===== config.mk =====
export PLATFORM = sky130hd
export DESIGN_NAME = strap_level_decoder
export DESIGN_NICKNAME = d
export VERILOG_FILES = /design/src/rtl/strap_pkg.sv /design/src/rtl/strap_band_classifier.sv /design/src/rtl/strap_field_decoder.sv /design/src/rtl/strap_capture_ctrl.sv /design/src/rtl/strap_level_decoder.sv
export SDC_FILE = /design/constraint.sdc
export NUM_CORES = 1
export LEC_CHECK = 0
export BUFFER_PORTS_ARGS = -buffer_cell sky130_fd_sc_hd__buf_2
export CORE_AREA = 10 10 47 49
export DETAILED_ROUTE_END_ITERATION = 12
export DIE_AREA = 0 0 57 59
export GPL_TIMING_DRIVEN = 0
export PLACE_DENSITY = 0.73
export SETUP_SLACK_MARGIN = 0.3
export SLEW_MARGIN = 0
export SYNTH_ARGS = -nofsm -noshare
export SYNTH_HDL_FRONTEND = slang
export SYNTH_HIERARCHICAL = 1
export SYNTH_SLANG_ARGS = --single-unit

===== constraint.sdc =====
create_clock -name clk -period 2.1 [get_ports clk]
set_clock_uncertainty 0.05 [all_clocks]
set_input_delay 0.42 -clock clk [delete_from_list [all_inputs] [get_ports clk]]
set_output_delay 0.42 -clock clk [all_outputs]
set_load 0.01 [all_outputs]

===== src/rtl/strap_pkg.sv =====
package strap_pkg;
    localparam int ADC_W      = 10;
    localparam int WORD_W     = 3;
    localparam int NUM_BANDS  = 1 << WORD_W;
    localparam int MULT_W     = 4;
    localparam int FS_MV      = 7000;
    localparam int ADC_MAX    = (1 << ADC_W) - 1;

    typedef enum logic { GAIN_LO = 1'b0, GAIN_HI = 1'b1 } gain_e;

    typedef enum logic [1:0] {
        ST_OFF    = 2'd0,
        ST_ARMED  = 2'd1,
        ST_LOCKED = 2'd2
    } cap_state_e;

    typedef struct packed {
        logic [WORD_W-1:0] code;
        logic              reserved;
    } band_t;

    typedef struct packed {
        gain_e             gain;
        logic [MULT_W-1:0] mult;
    } fields_t;

    // Upper edge (mV) of band k, midway between one band's top and the next band's bottom.
    function automatic int band_edge_mv(input int k);
        case (k)
            0: return 775;
            1: return 1555;
            2: return 2325;
            3: return 3105;
            4: return 3885;
            5: return 4665;
            6: return 5435;
            default: return 6605;
        endcase
    endfunction

    // First ADC code that belongs to band k+1.
    function automatic int band_edge_code(input int k);
        return (band_edge_mv(k) * ADC_MAX) / FS_MV;
    endfunction
endpackage


===== src/rtl/strap_band_classifier.sv =====
module strap_band_classifier
    import strap_pkg::*;
(
    input  logic [ADC_W-1:0] adc_code,
    output band_t            band
);
    logic [NUM_BANDS-1:0] above;

    for (genvar k = 0; k < NUM_BANDS; k++) begin : g_cmp
        localparam int EDGE = band_edge_code(k);
        assign above[k] = (int'(adc_code) >= EDGE);
    end

    always_comb begin
        band.code     = '0;
        band.reserved = above[NUM_BANDS-1];
        for (int k = 0; k < NUM_BANDS-1; k++) begin
            if (above[k]) band.code = WORD_W'(k + 1);
        end
        if (band.reserved) band.code = '0;
    end
endmodule


===== src/rtl/strap_field_decoder.sv =====
module strap_field_decoder
    import strap_pkg::*;
(
    input  logic [WORD_W-1:0] word,
    output fields_t           fields
);
    always_comb begin
        fields.gain = word[WORD_W-1] ? GAIN_HI : GAIN_LO;
        case (word[1:0])
            2'd0:    fields.mult = MULT_W'(4);
            2'd1:    fields.mult = MULT_W'(5);
            2'd2:    fields.mult = MULT_W'(6);
            default: fields.mult = MULT_W'(8);
        endcase
    end
endmodule


===== src/rtl/strap_capture_ctrl.sv =====
module strap_capture_ctrl
    import strap_pkg::*;
(
    input  logic              clk,
    input  logic              rst,
    input  logic              pwr_good,
    input  logic              sample_valid,
    input  band_t             band,
    output logic [WORD_W-1:0] word_q,
    output logic              valid_q,
    output logic              err_q
);
    cap_state_e state_q;

    always_ff @(posedge clk) begin
        if (rst || !pwr_good) begin
            state_q <= ST_OFF;
            word_q  <= '0;
            valid_q <= 1'b0;
            err_q   <= 1'b0;
        end else begin
            case (state_q)
                ST_OFF:   state_q <= ST_ARMED;
                ST_ARMED: begin
                    if (sample_valid) begin
                        state_q <= ST_LOCKED;
                        word_q  <= band.reserved ? '0 : band.code;
                        valid_q <= !band.reserved;
                        err_q   <= band.reserved;
                    end
                end
                default:  state_q <= ST_LOCKED;
            endcase
        end
    end
endmodule


===== src/rtl/strap_level_decoder.sv =====
module strap_level_decoder
    import strap_pkg::*;
(
    input  logic              clk,
    input  logic              rst,
    input  logic              pwr_good,
    input  logic [ADC_W-1:0]  adc_code,
    input  logic              adc_valid,
    output logic [WORD_W-1:0] cfg_word,
    output logic              gain_hi,
    output logic [MULT_W-1:0] freq_mult,
    output logic              cfg_err,
    output logic              cfg_valid
);
    band_t   band;
    fields_t fields;

    strap_band_classifier u_class (
        .adc_code (adc_code),
        .band     (band)
    );

    strap_capture_ctrl u_cap (
        .clk          (clk),
        .rst          (rst),
        .pwr_good     (pwr_good),
        .sample_valid (adc_valid),
        .band         (band),
        .word_q       (cfg_word),
        .valid_q      (cfg_valid),
        .err_q        (cfg_err)
    );

    strap_field_decoder u_fields (
        .word   (cfg_word),
        .fields (fields)
    );

    assign gain_hi   = (fields.gain == GAIN_HI);
    assign freq_mult = fields.mult;
endmodule


==> impl_table.tex <==
\begin{tabular}{lr}
\hline
Metric & Value \\
\hline
\multicolumn{2}{l}{\textbf{Critical path}} \\
\quad Crit path kind & in -> reg \\
\quad Kind of end point of the critical path & flip-flop \\
\quad Kind of launch point of the worst setup path & primary input \\
\quad Arrival time worst endpoint & 1.73 ns \\
\quad Data required time at the worst endpoint & 2.18 ns \\
\quad Max FO, Critical Path & 7 \\
\multicolumn{2}{l}{\textbf{Floorplanning}} \\
\quad Effective utilization at floorplan & 41.5\% \\
\quad Floorplan die height & $\sim$59 um \\
\quad Top-level port count & 24 \\
\quad Core outline area & 0.00140 sq mm \\
\quad Die outline area & 0.00336 sq mm \\
\quad Cell Rows & 14 \\
\quad Width of the die & 57 um \\
\multicolumn{2}{l}{\textbf{Place}} \\
\quad Post-Place Cells & 107 \\
\quad Weighted congestion at the end of routability-driven global placement & about 0.76 \\
\quad Number of buffer cells added on primary ports & 20 \\
\quad Area after detailed placement & 702 sq um \\
\quad Detailed placement HPWL & $\sim$1200 um \\
\multicolumn{2}{l}{\textbf{Clock network}} \\
\quad Post-cts gate resize count & 0 \\
\quad Number of buffers inserted to repair setup after CTS & 0 \\
\quad TritonCTS clock tree & built \\
\quad Number of clock sinks seen by CTS & 7 \\
\quad Worst-path clk slew & 0.06 ns \\
\quad Worst skew pair latency & 0.23 ns \\
\quad Max Root-Sink Buffers & 2 \\
\quad H-tree level count & 1 \\
\quad Quantity of hold-fixing buffers added after cts & 0 \\
\quad TritonCTS buffer count & 3 \\
\quad Clock tree root driver cell & clkbuf\_4 \\
\multicolumn{2}{l}{\textbf{GRT}} \\
\quad Total overflow reported by the global router & 0 \\
\quad Antenna violations before repair & 0 \\
\quad Aggregate global-route resource usage & under 10\% \\
\quad Wire length of the first global-routing pass & 2500 um \\
\quad Via count of the first global-routing pass & 602 \\
\quad Maximum number of pins on one net before global-route repair & 11 \\
\multicolumn{2}{l}{\textbf{Yosys}} \\
\quad Main area contributors after synthesis & dfxtp\_1, nand3b\_1, mux2i\_1, nand4bb\_1, a21oi\_1 \\
\quad Most used flip-flop cell after synthesis & dfxtp\_1 \\
\quad Library cell occupying the most area in the post-synthesis netlist & dfxtp\_1 \\
\quad Total standard cell area after synthesis & 582 sq um \\
\quad Average footprint of a synthesized cell & 8.19 sq um \\
\quad Post-synth EDFFs & 0 \\
\quad Sequential element share of the synthesized area & 24.1\% \\
\quad Synth cell count leaders & dfxtp\_1, nand3b\_1, mux2i\_1, nand2\_1, nor2\_1 \\
\quad Synth top area share & 24.1\% \\
\quad Synthesis Warnings & 6 \\
\quad Count of mapped cells out of synthesis & 71 \\
\quad Ys async rst share & 0\% \\
\quad Number of nets in the synthesized netlist & 85 \\
\quad Register bit total from synthesis & 7 \\
\quad Synth cell types & 35 \\
\multicolumn{2}{l}{\textbf{Cells and area}} \\
\quad Final core area utilization & 52.4\% \\
\quad Fraction of layout cells with a size suffix above 1 & about a third \\
\quad Final-layout fill cell count & 141 \\
\quad Diode insertion count for antenna repair & 0 \\
\quad Design Area, Final & 734 sq um \\
\quad Layout Area Growth over Synthesis & 26.2\% \\
\quad Post-route non-filler standard cell count & 111 \\
\quad Final net count & between 100 and 150 \\
\multicolumn{2}{l}{\textbf{Outcome}} \\
\quad Result of the run & finished clean \\
\multicolumn{2}{l}{\textbf{Power}} \\
\quad Power per cell area & 455 mW/mm\^{}2 \\
\quad VDD IR max & 177 uV \\
\quad P\_leak & 0.307 nW \\
\multicolumn{2}{l}{\textbf{Route}} \\
\quad First drt pass iteration count & 4 \\
\quad Drt wl/cell & 13.1 um \\
\quad Total via count after detailed routing & 591 \\
\quad Via density & 5.32 \\
\quad Detailed Route Iter0 Violations & 6 \\
\quad Wirelength, routed & 1460 um \\
\quad Detail Route Antenna Nets & 0 \\
\quad Number of remaining DRC errors & 0 \\
\multicolumn{2}{l}{\textbf{Timing}} \\
\quad Setup repair after global routing missed its margin & no \\
\quad Fmax achieved & 0.607 GHz \\
\quad Final TNS setup & 0 ns \\
\quad Max transition margin & 76.6\% \\
\quad Number of hold-slack violations in the final timing report & 0 \\
\quad Count of final max-slew check failures & 0 \\
\quad Time the final worst path needs with I/O delays and setup & 1.65 ns \\
\quad Fraction of the cycle the final worst path needs & 78.5\% \\
\quad Pin slew with the least headroom to its limit & 0.351 ns \\
\quad Final setup viols & 0 \\
\quad Post-route worst hold slack & 0.396 ns \\
\multicolumn{2}{l}{\textbf{Flow run}} \\
\quad Maximum capacitance violations & 0 \\
\multicolumn{2}{l}{\textbf{Worst hold path}} \\
\quad Hold Path Class & in -> reg \\
\hline
\end{tabular}
cells by family (layout without fill, tap and decap cells):
family	count (synthesis)	count (layout)	share of synthesized area [%]
buf+inv	7	31	6.88
flops	7	7	24.1
mux	5	5	8.60
simple gates	34	34	38.3
compound gates	18	18	22.1
per-layer routing:
metal | routed length, um | global-route usage [%] | part of all wire (%) | up-vias
met2 | 707 | 15.2 | 48 | 19
met3 | 73 | 1.07 | 5.0 | 2
met4 | 24 | 5.37 | 1.6 | 0
met5 | 0 | 0 | 0 | -
li1 | - | - | - | 317
met1 | 652 | 9.63 | 45 | 253
state kept, by name, summed over array words and instances, names as in the netlist:
signal,cells
u_cap/state_q,2
u_cap/valid_q,1
u_cap/word_q,3
u_cap/err_q,1
final timing paths:
path	start	endpoint	slack [ns]	cells past startpoint
worst min register to register	u_cap/state_q[1]	u_cap/state_q[1]	0.43	2
worst max register to register	u_cap/state_q[1]	u_cap/word_q[0]	1.11	3
worst max-delay path	adc_code[3]	u_cap/word_q[0]	0.45	7
worst min-delay path	adc_valid	u_cap/state_q[1]	0.40	3
per-stage QoR:
stage / setup WS [ns] / total power [mW]
3_5_place_dp: 0.140 / 0.218
5_1_grt: 0.367 / 0.356
4_1_cts: 0.359 / 0.337
6_report: 0.452 / 0.334
3_3_place_gp: 0.197 / 0.216
2_1_floorplan: 0.414 / 0.189
layout by cell type (no fill, tap or decap), types with 3 or more instances in the layout:
| cell type | count |
|---|---|
| nor2_1 | 4 |
| nor3_1 | 3 |
| clkbuf_4 | 3 |
| nand3b_1 | 7 |
| nand2_1 | 4 |
| o21ai_0 | 3 |
| clkbuf_1 | 4 |
| a21oi_1 | 3 |
| nand4bb_1 | 3 |
| buf_2 | 21 |
| dfxtp_1 | 7 |
| mux2i_1 | 5 |
area by class of cell:
cell class | count | area [sq um] | area share [%]
clock buffer | 4 | 26.3 | 3.58
sequential | 7 | 140 | 19.1
timing repair buffer | 20 | 100 | 13.6
buffer | 7 | 40.0 | 5.45
multi-input combinational | 57 | 408 | 55.5
tap | 16 | 20.0 | 2.73
critical path, stage by stage:
cell	delay, ns
buf_2	0.14
or4_1	0.52
a41o_1	0.26
a22oi_2	0.11
o32ai_1	0.10
nand4bb_1	0.12
mux2i_1	0.08
where the power goes:
part           switching [mW]  internal, mW  leakage [nW]
clock                  0.0445        0.0722        0.0150
combinational          0.0427        0.0369         0.235
sequential            0.00178         0.136        0.0568
total                  0.0891         0.245         0.307
(Power assumes the default switching activity.)
